### config.mk
export PLATFORM = sky130hd
export DESIGN_NAME = csd_la_recoder
export DESIGN_NICKNAME = d
export VERILOG_FILES = /design/src/rtl/csd_la_pkg.sv /design/src/rtl/csd_ripple_half.sv /design/src/rtl/csd_la_carry_gen.sv /design/src/rtl/csd_scan_half.sv /design/src/rtl/csd_la_recoder.sv
export SDC_FILE = /design/constraint.sdc
export NUM_CORES = 1
export LEC_CHECK = 0
export BUFFER_PORTS_ARGS = -buffer_cell sky130_fd_sc_hd__buf_2
export CORE_ASPECT_RATIO = 1.25
export CORE_UTILIZATION = 50
export DETAILED_ROUTE_END_ITERATION = 8
export PLACE_DENSITY = 0.75
export SYNTH_ARGS = -nofsm -noshare
export SYNTH_HDL_FRONTEND = slang
export SYNTH_SLANG_ARGS = --single-unit
### constraint.sdc
create_clock -name clk -period 6.35 [get_ports clk]
set_clock_uncertainty 0.15 [all_clocks]
set_input_delay 1.905 -clock clk [delete_from_list [all_inputs] [get_ports clk]]
set_output_delay 1.905 -clock clk [all_outputs]
set_load 0.01 [all_outputs]
### src/rtl/csd_la_pkg.sv
package csd_la_pkg;

  // carry rule of the recoder: majority of the bit, its upper neighbour and the incoming carry
  function automatic logic maj3(input logic a, input logic b, input logic c);
    return (a & b) | (c & (a | b));
  endfunction

  // digit flags from the bit, its carry-in and its carry-out
  function automatic logic dig_pos(input logic x, input logic cin, input logic cout);
    return (x ^ cin) & ~cout;
  endfunction

  function automatic logic dig_neg(input logic x, input logic cin, input logic cout);
    return (x ^ cin) & cout;
  endfunction

  // group generate / propagate over five bits (four carry steps), bit 4 is the shared boundary
  typedef struct packed {
    logic gen;
    logic prop;
  } grp_gp_t;

  function automatic grp_gp_t group_gp(input logic [4:0] x);
    logic [3:0] g;
    logic [3:0] p;
    grp_gp_t    r;
    for (int j = 0; j < 4; j++) begin
      g[j] = x[j] & x[j+1];
      p[j] = x[j] | x[j+1];
    end
    r.gen  = g[3] | (p[3] & g[2]) | (p[3] & p[2] & g[1]) | (p[3] & p[2] & p[1] & g[0]);
    r.prop = &p;
    return r;
  endfunction

endpackage

### src/rtl/csd_ripple_half.sv
module csd_ripple_half
  import csd_la_pkg::*;
#(
  parameter int W = 8
) (
  input  logic [W:0]   x,
  input  logic         cin,
  output logic [W-1:0] pos,
  output logic [W-1:0] neg
);

  logic [W:0] carry;

  assign carry[0] = cin;

  for (genvar i = 0; i < W; i++) begin : g_bit
    assign carry[i+1] = maj3(x[i], x[i+1], carry[i]);
    assign pos[i]     = dig_pos(x[i], carry[i], carry[i+1]);
    assign neg[i]     = dig_neg(x[i], carry[i], carry[i+1]);
  end

endmodule

### src/rtl/csd_la_carry_gen.sv
module csd_la_carry_gen
  import csd_la_pkg::*;
#(
  parameter int W = 8
) (
  input  logic [W:0] x,
  input  logic       cin,
  output logic       cout
);

  localparam int NGRP = W / 4;

  logic [NGRP:0] gcarry;

  assign gcarry[0] = cin;

  for (genvar k = 0; k < NGRP; k++) begin : g_grp
    grp_gp_t gp;
    assign gp          = group_gp(x[4*k+4 : 4*k]);
    assign gcarry[k+1] = gp.gen | (gp.prop & gcarry[k]);
  end

  assign cout = gcarry[NGRP];

endmodule

### src/rtl/csd_scan_half.sv
module csd_scan_half #(
  parameter int W = 8
) (
  input  logic         clk,
  input  logic         rst_n,
  input  logic         test_mode,
  input  logic         scan_in,
  input  logic [W-1:0] op_in,
  input  logic [W-1:0] pos_in,
  input  logic [W-1:0] neg_in,
  output logic [W-1:0] op_q,
  output logic [W-1:0] pos_q,
  output logic [W-1:0] neg_q,
  output logic         scan_out
);

  localparam int L = 3 * W;

  logic [L-1:0] chain;
  logic [L-1:0] func_next;

  always_comb begin
    func_next[W-1:0] = op_in;
    for (int j = 0; j < W; j++) begin
      func_next[W + 2*j]     = pos_in[j];
      func_next[W + 2*j + 1] = neg_in[j];
    end
  end

  always_ff @(posedge clk or negedge rst_n) begin
    if (!rst_n)         chain <= '0;
    else if (test_mode) chain <= {chain[L-2:0], scan_in};
    else                chain <= func_next;
  end

  always_comb begin
    op_q = chain[W-1:0];
    for (int j = 0; j < W; j++) begin
      pos_q[j] = chain[W + 2*j];
      neg_q[j] = chain[W + 2*j + 1];
    end
  end

  assign scan_out = chain[L-1];

endmodule

### src/rtl/csd_la_recoder.sv
module csd_la_recoder #(
  parameter int OP_W = 16
) (
  input  logic            clk,
  input  logic            rst_n,
  input  logic            test_mode,
  input  logic [OP_W-1:0] operand,
  input  logic            scan_in_lo,
  input  logic            scan_in_hi,
  output logic [OP_W-1:0] digit_pos,
  output logic [OP_W-1:0] digit_neg,
  output logic            scan_out_lo,
  output logic            scan_out_hi
);

  localparam int H = OP_W / 2;

  logic [OP_W-1:0] op_q;
  logic [OP_W:0]   op_ext;
  logic            c_lo_in;
  logic            c_mid;
  logic [OP_W-1:0] pos_d;
  logic [OP_W-1:0] neg_d;

  // the lower carry-in doubles as the lower scan entry; functional mode forces it to 0
  assign c_lo_in = scan_in_lo & test_mode;
  assign op_ext  = {op_q[OP_W-1], op_q};

  csd_ripple_half #(.W(H)) u_rip_lo (
    .x   (op_ext[H:0]),
    .cin (c_lo_in),
    .pos (pos_d[H-1:0]),
    .neg (neg_d[H-1:0])
  );

  csd_la_carry_gen #(.W(H)) u_la (
    .x    (op_ext[H:0]),
    .cin  (c_lo_in),
    .cout (c_mid)
  );

  csd_ripple_half #(.W(H)) u_rip_hi (
    .x   (op_ext[OP_W:H]),
    .cin (c_mid),
    .pos (pos_d[OP_W-1:H]),
    .neg (neg_d[OP_W-1:H])
  );

  csd_scan_half #(.W(H)) u_scan_lo (
    .clk       (clk),
    .rst_n     (rst_n),
    .test_mode (test_mode),
    .scan_in   (scan_in_lo),
    .op_in     (operand[H-1:0]),
    .pos_in    (pos_d[H-1:0]),
    .neg_in    (neg_d[H-1:0]),
    .op_q      (op_q[H-1:0]),
    .pos_q     (digit_pos[H-1:0]),
    .neg_q     (digit_neg[H-1:0]),
    .scan_out  (scan_out_lo)
  );

  csd_scan_half #(.W(H)) u_scan_hi (
    .clk       (clk),
    .rst_n     (rst_n),
    .test_mode (test_mode),
    .scan_in   (scan_in_hi),
    .op_in     (operand[OP_W-1:H]),
    .pos_in    (pos_d[OP_W-1:H]),
    .neg_in    (neg_d[OP_W-1:H]),
    .op_q      (op_q[OP_W-1:H]),
    .pos_q     (digit_pos[OP_W-1:H]),
    .neg_q     (digit_neg[OP_W-1:H]),
    .scan_out  (scan_out_hi)
  );

endmodule

Yosys cells after proc, flatten, opt, wreduce, memory -nomap -nowiden
Index checks and enable logic that the tools add are counted.
Word-level totals
  register bits after elaboration: 48
  word-level logic and storage cells: 153
Operators by class
  multiplexer cells: 2
  reductions and logical operators: 2
  bitwise gates (word level): 147
Operator list (count)
  AND 1 bit: 76
  2-to-1 mux 24 bit: 2
  OR 1 bit: 39
  inverter 1 bit: 16
  bitwise XOR 1 bit: 16
  AND reduction 4 bit: 2

Depth between registers and ports, before layout
Gate-level depths: netlist (run 1).
  depth after elaboration: 27
  gate-level depth with buffers: 7

Hierarchy
From an unflattened synthesis (run 1), not the netlist that was laid out.
Second synthesis, totals
  cells, all modules: 210
  area total of the unflattened synthesis: 2690.1 um^2
By module, submodules not included
  csd_scan_half: area an instance 1004.7 um^2, cells each 52, sequential area each 600.6 um^2, instances 2
  csd_ripple_half: area an instance 301.5 um^2, cells each 47, sequential area each 0.0 um^2, instances 2
  csd_la_carry_gen: area an instance 71.3 um^2, cells each 11, sequential area each 0.0 um^2, instances 1
  csd_la_recoder: area an instance 6.3 um^2, cells each 1, sequential area each 0.0 um^2, instances 1

Least setup slack after synthesis (run 1)
OpenSTA, ideal clock, no wires.
  kind: input to register
  start point: input test_mode
  end point: register u_scan_hi.chain[8]
  arrival time: 3.369 ns
  required time: 6.079 ns
  path buffers: 1
  cell stages on the path: 7
  setup slack: 2.711 ns
  library setup time: 0.121 ns
  path through: buf_6 > a21o_1 > a32o_2 > o21a_4 > or3_4 > and2_1 > a22o_1
On the way
  longest elaborated chain between the ends: 10
Ends and longest elaborated chain
  start: declaration: line csd_la_recoder.sv:6  | input logic test_mode,
  AND 1 bit: line csd_la_recoder.sv:26  | assign c_lo_in = scan_in_lo & test_mode;
  AND 1 bit: line csd_la_carry_gen.sv:20  | assign gcarry[k+1] = gp.gen | (gp.prop & gcarry[k]);
  OR 1 bit: line csd_la_carry_gen.sv:20
  AND 1 bit: line csd_la_carry_gen.sv:20
  OR 1 bit: line csd_la_carry_gen.sv:20
  AND 1 bit: line csd_la_pkg.sv:5  | return (a & b) | (c & (a | b));
  OR 1 bit: line csd_la_pkg.sv:5
  inverter 1 bit: line csd_la_pkg.sv:10  | return (x ^ cin) & ~cout;
  AND 1 bit: line csd_la_pkg.sv:10
  2-to-1 mux 24 bit (*): line csd_scan_half.sv:32  | else if (test_mode) chain <= {chain[L-2:0], scan_in};
  end signal: assignment: line csd_scan_half.sv:32
  end signal: assignment: line csd_scan_half.sv:33  | else chain <= func_next;
  end: declaration: line csd_scan_half.sv:19  | logic [L-1:0] chain;
Mark *: on every way between the ends. The rest lies on a longest branch, timed or not.

Worst setup path after layout (run 1)
  start point: input test_mode
  end point: register u_scan_lo.chain[23]
On the way
  longest elaborated chain between the ends: 19
Ends and longest elaborated chain
  AND 1 bit: line csd_la_recoder.sv:26
  AND 1 bit: line csd_la_pkg.sv:5
  OR 1 bit: line csd_la_pkg.sv:5
  AND 1 bit: line csd_la_pkg.sv:5
  OR 1 bit: line csd_la_pkg.sv:5
  AND 1 bit: line csd_la_pkg.sv:5
  OR 1 bit: line csd_la_pkg.sv:5
  AND 1 bit: line csd_la_pkg.sv:5
  (+3 left out)
  AND 1 bit: line csd_la_pkg.sv:5
  OR 1 bit: line csd_la_pkg.sv:5
  AND 1 bit: line csd_la_pkg.sv:5
  OR 1 bit: line csd_la_pkg.sv:5
  AND 1 bit: line csd_la_pkg.sv:5
  OR 1 bit: line csd_la_pkg.sv:5
  AND 1 bit: line csd_la_pkg.sv:14  | return (x ^ cin) & cout;
  2-to-1 mux 24 bit (*): line csd_scan_half.sv:32
  end signal: assignment: line csd_scan_half.sv:32
  end signal: assignment: line csd_scan_half.sv:33
  end: declaration: line csd_scan_half.sv:19
Marks and branches as above.

==> impl_metrics.csv, run 1 <==
group,metric,value,unit
cells_and_area,drive_gt1_share,32.1,%
placed_design,place_area,2720,um2
routing,drc_errors,0,
sta,maxSlewViolCount,0,
cts,clock-root-buffer,"clkbuf_8",
placed_design,io_buffers,54,
synthesis,syn-mean-instance-area,10.4,um2
routing,vias,1949,
worst_setup_path,r2r_setup_slack,4.05,ns
sta,post-route-period-util,55.9,%
hold_path,worst_hold_path.endpoint,"u_scan_hi.chain[19]$_DFF_PN0_",
worst_setup_path,path_max_fanout,72,
synthesis,synth_top_family_by_area,"compound AO/OA/AOI/OAI gates",
routing,drt-pass1-iter-count,4,
die,core_area,4730,um2
placed_design,dp_hpwl,3420,um
cells_and_area,multi_input_area,1140,um2
worst_setup_path,crit_arrival,3.64,ns
routing,wl_met3,242,um
synthesis,synthArstFlopShare,100,%
sta,tightest_slew,1.04,ns
synthesis,synth_edf_count,0,
synthesis,ys_types,54,
synthesis,synth_top_area_share,48.6,%
worst_setup_path,max_stage_delay,0.56,ns
cells_and_area,nNetsFinal,300,
synthesis,synthAdderAreaFrac,0.455,%
worst_setup_path,crit_type,"in -> reg",
power_and_ir_drop,p_leak,1.35,nW
die,ios,55,
global_routing,antenna_found_initial,0,
cells_and_area,layout.area.seq,1200,um2
cells_and_area,final_cell_mix,"54 x buf_2, 48 x dfrtp_1, 26 x nand2_1",
worst_setup_path,crit_required,6.44,ns
power_and_ir_drop,ir_worst_vdd,0.000143,V
hold_path,min_from,"u_scan_hi.chain[18]$_DFF_PN0_",
synthesis,synth_area,2470,um2
worst_setup_path,reg2reg_from,"u_scan_lo.chain[6]$_DFF_PN0_",
synthesis,synthMuxAreaShare,8.55,%
worst_setup_path,end_kind,"flip-flop",
cts,cts_sinks,48,
die,start_util,52.3,%
outcome,status,"completed",
routing,routed-wl-met2,2270,um
worst_setup_path,path_delay_family,"compound AO/OA/AOI/OAI gates",
global_routing,grt_pass1_wl,8220,um
cells_and_area,fill_cells,418,
power_and_ir_drop,power.density,278,nW/um2
routing,antenna_left,0,
sta,grt_setup_unrepaired,"no",
global_routing,grt-ovfl-total,0,
sta,fin_tns_setup,0,ns
die,die_x,64.9,um
cells_and_area,syn2layout_area_growth,14.4,%
cts,postCtsResizedCells,0,
synthesis,synthFlopType,"dfrtp_1",
global_routing,grt_pass1_vias,1756,
routing,via_per_inst,5.73,
sta,setup_viol,0,
synthesis,synth_top_cell_by_area,"dfrtp_1",
routing,maxUsedRoutingLayer,"met4",
cts,cts_tree,"done",
synthesis,synthTopCellsByArea,"dfrtp_1 49%, mux2_2 7.7%, nand2_1 3.9%",
worst_setup_path,r2r-end,"u_scan_hi.chain[17]$_DFF_PN0_",
synthesis,yosysSeqAreaShare,48.6,%
cts,h-tree-depth,2,
routing,met1_length,2190,um
worst_setup_path,ff2ff_path_depth,6,
routing,wl_per_cell,14.2,um
worst_setup_path,path_buf_inv,2,
worst_setup_path,start_kind,"primary input",
cts,cts_made_buffers,5,
cells_and_area,n_antenna_cell,0,
routing,drt_wl_total,4810,um
sta,holdWs,0.334,ns
routing,drt_iter0_drc,138,
sta,finalHoldViolCount,0,
cts,clkTransAtPathRegs,0.09,ns
global_routing,grtUsageTotal,20.6,%
die,rows,28,
worst_setup_path,cp_cell_sequence,"buf_2 -> buf_4 -> a31o_2 -> a21oi_1 -> nor2b_1 -> nor2_1 -> o22ai_1 -> a22o_1",
cells_and_area,fin_util,59.8,%
synthesis,synth_nets,259,
cts,post_cts_buffers,0,
synthesis,postSynthCellCount,238,
cells_and_area,layout_commonest_cell,"buf_2",
sta,finalCriticalPeriod,3.55,ns
global_routing,grt_max_degree,73,
cells_and_area,stdcell_area,2830,um2
hold_path,hp-class,"reg -> reg",
worst_setup_path,cp_slowest_cell,"buf_4",
cts,worstSkewPairLatency,0.30,ns
placed_design,gp_congestion,0.801,
cts,clock_path_buffers,2,
synthesis,yosysWarnings,0,
sta,max_freq,0.282,GHz
hold_path,hold_depth,2,
synthesis,synth_xor_xnor_area_share,0,%
flow_run,maxCapViolations,0,
cts,cts_hold_buf,0,
synthesis,synth_compound_area_share,24.9,%
synthesis,synth_seq_cells,48,
die,die_area,5230,um2
sta,slew_headroom,30.8,%
synthesis,yosys.area_share.simple,12.1,%
die,chipHeight,80.6,um
area by class of cell:
type | instances | area share [%]
clock inverter | 2 | 1.24
tap | 60 | 2.65
multi-input combinational | 161 | 40.2
inverter | 8 | 1.06
timing repair buffer | 55 | 9.81
clock buffer | 6 | 2.56
sequential | 48 | 42.4
worst register-to-register path, cell delays in order, from the launching register on:
cell and delay (ns):
dfrtp_1 0.50, a21oi_1 0.22, o22ai_1 0.22, a22oi_2 0.37, nand2_2 0.18, maj3_2 0.36, a31o_1 0.22
flip-flops by register name, summed over array words and instances, names as in the netlist:
name             flops
u_scan_hi.chain     24
u_scan_lo.chain     24
cells in the mapped netlist (3+ instances only):
master and count:
a22o_1 10, clkbuf_1 8, inv_1 8, a21oi_1 14, nor3_1 3, a31oi_1 3
a21o_1 3, dfrtp_1 48, buf_2 8, nor2_1 14, nor2b_1 4, and2_1 3
o31ai_1 8, nand2_1 26, o21ai_0 11, o22ai_1 3, mux2_2 17
cells by family (layout without fill, tap and decap cells):
family	Yosys count	after routing
DFF	48	48
and+or+nand+nor	62	62
adders and majority gates	1	1
buffers and inverters	29	71
AOI/OAI and AO/OA	79	79
muxes	19	19
metrics by stage:
stage	power [mW]	cells	setup slack, ns
2_1_floorplan	0.519	238	2.71
3_3_place_gp	0.576	332	2.58
3_5_place_dp	0.581	332	2.50
5_1_grt	0.835	340	2.63
4_1_cts	0.794	340	2.81
6_report	0.787	340	2.80
per-layer routing:
metal	up-vias	track usage [%]
li1	955	-
met1	929	27.4
met2	55	32.0
met3	10	4.12
met4	0	9.33
met5	-	0
where the power goes:
part / internal, mW / total, mW / leakage, nW / switching (mW)
logic: 0.0877 / 0.190 / 0.690 / 0.102
registers: 0.343 / 0.384 / 0.608 / 0.0406
clock network: 0.117 / 0.213 / 0.0552 / 0.0964
worst max-delay path by stage:
stage | startpoint | to | slack (ns) | depth (start not counted)
2_1_floorplan | test_mode | u_scan_hi.chain[8]$_DFF_PN0_ | 2.71 | 7
3_3_place_gp | test_mode | u_scan_lo.chain[23]$_DFF_PN0_ | 2.58 | 8
3_5_place_dp | test_mode | u_scan_lo.chain[23]$_DFF_PN0_ | 2.50 | 8
4_1_cts | test_mode | u_scan_lo.chain[23]$_DFF_PN0_ | 2.81 | 8
5_1_grt | test_mode | u_scan_lo.chain[22]$_DFF_PN0_ | 2.63 | 8
6_report | test_mode | u_scan_lo.chain[23]$_DFF_PN0_ | 2.80 | 8
(Power assumes the default switching activity.)
==> inputs of run 2 (changes only) <==
clock period = 3.71 ns   (was 6.35 ns; I/O delays follow)
==> impl_metrics.csv, run 2 (synthesized netlist as in run 1, its figures left out) <==
group,metric,value,unit
cells_and_area,fill_cells,448,
global_routing,grt_max_degree,55,
cts,cts_hold_buf,0,
power_and_ir_drop,internal-power,0.889,mW
sta,fin_tns_setup,0,ns
sta,finalHoldViolCount,0,
global_routing,gr-usage-met3,3.84,%
power_and_ir_drop,p_leak,1.35,nW
power_and_ir_drop,power.share.combinational,25.0,%
cts,clock-root-buffer,"clkbuf_8",
worst_setup_path,reg2reg_from,"u_scan_hi.chain[2]$_DFF_PN0_",
routing,vias,1928,
routing,drt-pass1-iter-count,4,
die,rows,28,
global_routing,use_met1,25.9,%
cells_and_area,top_regs,"u_scan_hi.chain x24, u_scan_lo.chain x24",
global_routing,grt_pass1_wl,7980,um
worst_setup_path,r2r-end,"u_scan_hi.chain[17]$_DFF_PN0_",
cts,worstSkewPairLatency,0.30,ns
die,core_area,4730,um2
hold_path,min_from,"u_scan_hi.chain[10]$_DFF_PN0_",
cells_and_area,n_antenna_cell,0,
cells_and_area,drive_gt1_share,32.7,%
global_routing,grt_pass1_vias,1749,
routing,via_per_inst,5.65,
routing,drc_errors,0,
cells_and_area,layout_commonest_cell,"buf_2",
flow_run,maxCapViolations,0,
global_routing,grt_use_met2,32.7,%
worst_setup_path,crit_type,"in -> reg",
power_and_ir_drop,ir_worst_vdd,0.000213,V
global_routing,antenna_found_initial,0,
power_and_ir_drop,power.share.clock,24.8,%
hold_path,worst_hold_path.endpoint,"u_scan_hi.chain[11]$_DFF_PN0_",
worst_setup_path,crit_required,3.80,ns
power_and_ir_drop,p_seq_share,50.2,%
placed_design,io_buffers,54,
cts,clock_path_buffers,2,
cts,h-tree-depth,2,
power_and_ir_drop,switching_power,0.420,mW
sta,tightest_slew,1.04,ns
routing,drt_wl_total,4920,um
cells_and_area,syn2layout_area_growth,14.3,%
cells_and_area,nNetsFinal,301,
hold_path,hold_depth,1,
global_routing,grtUsageTotal,20.0,%
sta,max_freq,0.382,GHz
power_and_ir_drop,finalPower,1.31,mW
global_routing,busiest_layer,"met2",
power_and_ir_drop,power.density,463,nW/um2
placed_design,dp_hpwl,3450,um
sta,slew_headroom,30.9,%
worst_setup_path,end_kind,"flip-flop",
cts,postCtsResizedCells,0,
die,ios,55,
routing,antenna_left,0,
die,start_util,52.3,%
placed_design,gp_congestion,0.794,
routing,drt_iter0_drc,117,
cts,post_cts_buffers,0,
cts,clkTransAtPathRegs,0.09,ns
sta,finalCriticalPeriod,2.62,ns
worst_setup_path,path_max_fanout,54,
power_and_ir_drop,netSwitchingFraction,32.1,%
worst_setup_path,ff2ff_path_depth,6,
cts,cts_sinks,48,
die,die_x,64.9,um
sta,grt_setup_unrepaired,"no",
worst_setup_path,start_kind,"primary input",
routing,wl_per_cell,14.4,um
cts,cts_tree,"done",
die,chipHeight,80.6,um
sta,post-route-period-util,70.6,%
sta,maxSlewViolCount,0,
hold_path,hp-class,"reg -> reg",
outcome,status,"completed",
global_routing,grt-ovfl-total,0,
cts,cts_made_buffers,5,
die,die_area,5230,um2
cells_and_area,final_cell_mix,"54 x buf_2, 48 x dfrtp_1, 26 x nand2_1",
sta,setup_viol,0,
worst_setup_path,r2r_setup_slack,1.42,ns
worst_setup_path,crit_arrival,2.71,ns
## run 2: changes by cell type in the layout (fill, tap and decap cells not counted)
cell        change
buf_4           +1
bufinv_16       -1
clkbuf_1        -1
clkbuf_8        +1
clkinv_2        -1
clkinvlp_4      +2
## run 2: area by class of cell
| cell class | count | area (um2) | share of cell area (%) |
|---|---|---|---|
| sequential | 48 | 1200 | 42.5 |
| multi-input combinational | 161 | 1140 | 40.3 |
| timing repair buffer | 56 | 285 | 10.1 |
| clock buffer | 6 | 82.6 | 2.92 |
| tap | 60 | 75.1 | 2.65 |
| inverter | 8 | 30.0 | 1.06 |
| clock inverter | 2 | 15.0 | 0.531 |
## run 2: per-stage QoR
step	hold WS (ns)	cell area (um2)	worst slack [ns]	util, %	instances
final	0.333	2830	1.09	59.8	341
after CTS	0.339	2830	1.10	59.8	341
after global routing	0.356	2830	0.944	59.8	341
after detailed placement	0.322	2730	0.788	57.7	333
after global placement	0.316	2730	0.820	57.7	333
after floorplan	0.330	2470	0.863	-	238
## run 2: how the worst max path moves through the flow
stage                           from                             to  slack [ns]
final                      test_mode  u_scan_lo.chain[22]$_DFF_PN0_        1.09
after detailed placement  scan_in_lo  u_scan_hi.chain[17]$_DFF_PN0_        0.79
after global placement     test_mode   u_scan_hi.chain[9]$_DFF_PN0_        0.82
after CTS                 scan_in_lo   u_scan_hi.chain[9]$_DFF_PN0_        1.10
after floorplan            test_mode   u_scan_hi.chain[9]$_DFF_PN0_        0.86
after global routing       test_mode  u_scan_lo.chain[22]$_DFF_PN0_        0.94
## run 2: critical path, cell delays in order
cell	delay [ns]
buf_2	0.10
buf_4	0.43
a31o_2	0.23
a21oi_1	0.06
nor2b_1	0.24
nor2_1	0.10
o22ai_1	0.25
a22o_1	0.16
## run 2: per-layer routing
layer  vias up  wire length, um
li1        957                -
met1       919             2270
met2        47             2370
met3         5              205
met4         0               71
met5         -                0
## run 2: power groups by stage
| stage | Combinational, mW | Clock, mW | Sequential (mW) |
|---|---|---|---|
| global placement | 0.323 | 0 | 0.664 |
| finish | 0.328 | 0.325 | 0.657 |
| floorplan | 0.230 | 0 | 0.658 |
| detailed placement | 0.328 | 0 | 0.667 |
| global route | 0.363 | 0.352 | 0.668 |
| CTS | 0.330 | 0.337 | 0.656 |
==> inputs of run 3 (changes only) <==
clock period = 2.7 ns   (was 3.71 ns; I/O delays follow)
==> impl_metrics.csv, run 3 (synthesized netlist as in run 1, its figures left out) <==
group,metric,value,unit
worst_setup_path,path_max_fanout,7,
cells_and_area,final_cell_mix,"54 x buf_2, 48 x dfrtp_1, 26 x nand2_1",
cts,worstSkewPairLatency,0.30,ns
outcome,status,"completed",
placed_design,place_area,2760,um2
global_routing,grt-ovfl-total,0,
cells_and_area,nNetsFinal,303,
placed_design,dpl_worst_slack,0.0491,ns
cells_and_area,drive_gt1_share,33.0,%
cells_and_area,multi_input_area,1140,um2
cells_and_area,fill_cells,431,
routing,antenna_left,0,
worst_setup_path,max_stage_delay,0.35,ns
power_and_ir_drop,finalPower,1.96,mW
worst_setup_path,crit_type,"in -> reg",
worst_setup_path,path_buf_inv,1,
sta,fin_tns_setup,0,ns
worst_setup_path,start_kind,"primary input",
worst_setup_path,cp_slowest_cell,"maj3_2",
global_routing,grt_max_degree,73,
power_and_ir_drop,p_leak,1.38,nW
routing,drt_wl_total,5060,um
power_and_ir_drop,power.density,679,nW/um2
cells_and_area,layout.area.seq,1200,um2
routing,drc_errors,0,
global_routing,grt_pass1_vias,1796,
cts,h-tree-depth,2,
sta,finalHoldViolCount,0,
cts,cts_tree,"done",
sta,post-route-period-util,86.7,%
cts,clock-root-buffer,"clkbuf_8",
worst_setup_path,crit_required,2.75,ns
cts,cts_hold_buf,0,
die,start_util,52.3,%
die,ios,55,
sta,grt_setup_unrepaired,"no",
worst_setup_path,path_delay_family,"compound AO/OA/AOI/OAI gates",
cells_and_area,layout_commonest_cell,"buf_2",
worst_setup_path,cp_cell_sequence,"buf_2 -> a21o_1 -> a32o_2 -> o211ai_4 -> nand2_2 -> maj3_2 -> a31o_1",
power_and_ir_drop,ir_worst_vdd,0.000289,V
sta,finalCriticalPeriod,2.34,ns
global_routing,grt_pass1_wl,8480,um
sta,max_freq,0.427,GHz
die,die_area,5230,um2
cells_and_area,top_regs,"u_scan_hi.chain x24, u_scan_lo.chain x24",
cts,post_cts_buffers,0,
routing,drt_iter0_drc,130,
routing,via_per_inst,5.71,
die,chipHeight,80.6,um
sta,maxSlewViolCount,0,
routing,drt-pass1-iter-count,5,
sta,tightest_slew,0.533,ns
placed_design,gp_congestion,0.806,
cells_and_area,n_antenna_cell,0,
placed_design,dp_hpwl,3580,um
cts,clkTransAtPathRegs,0.09,ns
cts,cts_made_buffers,5,
placed_design,io_buffers,54,
sta,fin_ws,0.360,ns
cells_and_area,fin_util,61.0,%
cells_and_area,stdcell_area,2890,um2
worst_setup_path,end_kind,"flip-flop",
global_routing,antenna_found_initial,0,
routing,wl_per_cell,14.8,um
cells_and_area,syn2layout_area_growth,16.7,%
flow_run,maxCapViolations,0,
cts,postCtsResizedCells,0,
die,rows,28,
hold_path,hp-class,"in -> async",
worst_setup_path,crit_arrival,2.39,ns
routing,vias,1952,
die,core_area,4730,um2
sta,slew_headroom,64.5,%
sta,setup_viol,0,
global_routing,grtUsageTotal,21.5,%
cts,cts_sinks,48,
cts,clock_path_buffers,2,
die,die_x,64.9,um
==> run 3: layout make-up <==
| class | instances | share of cell area (%) |
|---|---|---|
| sequential | 48 | 41.6 |
| multi-input combinational | 161 | 39.4 |
| timing repair buffer | 58 | 10.8 |
| tap | 60 | 2.60 |
| clock buffer | 5 | 2.38 |
| clock inverter | 2 | 2.08 |
| inverter | 8 | 1.04 |
==> run 3: path summary, 6_finish.rpt <==
kind / startpoint / cells past startpoint / slack (ns) / to
setup / recovery: test_mode / 7 / 0.36 / u_scan_hi.chain[17]$_DFF_PN0_
hold / removal: rst_n / 1 / 0.33 / u_scan_hi.chain[22]$_DFF_PN0_
setup reg to reg: u_scan_lo.chain[6]$_DFF_PN0_ / 6 / 0.40 / u_scan_hi.chain[17]$_DFF_PN0_
hold reg to reg: u_scan_hi.chain[18]$_DFF_PN0_ / 2 / 0.33 / u_scan_hi.chain[19]$_DFF_PN0_
max in group asynchronous: rst_n / 2 / 1.46 / u_scan_hi.chain[13]$_DFF_PN0_
min in group clk: u_scan_hi.chain[18]$_DFF_PN0_ / 2 / 0.33 / u_scan_hi.chain[19]$_DFF_PN0_
==> run 3: power by group <==
| part | total, mW | leakage (nW) | switching (mW) | internal, mW |
|---|---|---|---|---|
| Clock | 0.599 | 0.0642 | 0.235 | 0.364 |
| Combinational | 0.463 | 0.709 | 0.251 | 0.212 |
| Sequential | 0.897 | 0.608 | 0.0894 | 0.808 |
==> run 3: per-layer routing <==
layer	GRT usage [%]	vias up	part of all wire [%]
li1	-	960	-
met1	28.2	932	46
met2	33.8	50	48
met3	4.55	10	3.9
met4	9.56	0	2.2
met5	0	-	0
==> run 3: per-stage QoR <==
step | hold slack [ns] | std cells
2_1_floorplan | 0.330 | 238
3_3_place_gp | 0.315 | 335
3_5_place_dp | 0.321 | 335
4_1_cts | 0.337 | 342
5_1_grt | 0.356 | 342
6_report | 0.327 | 342
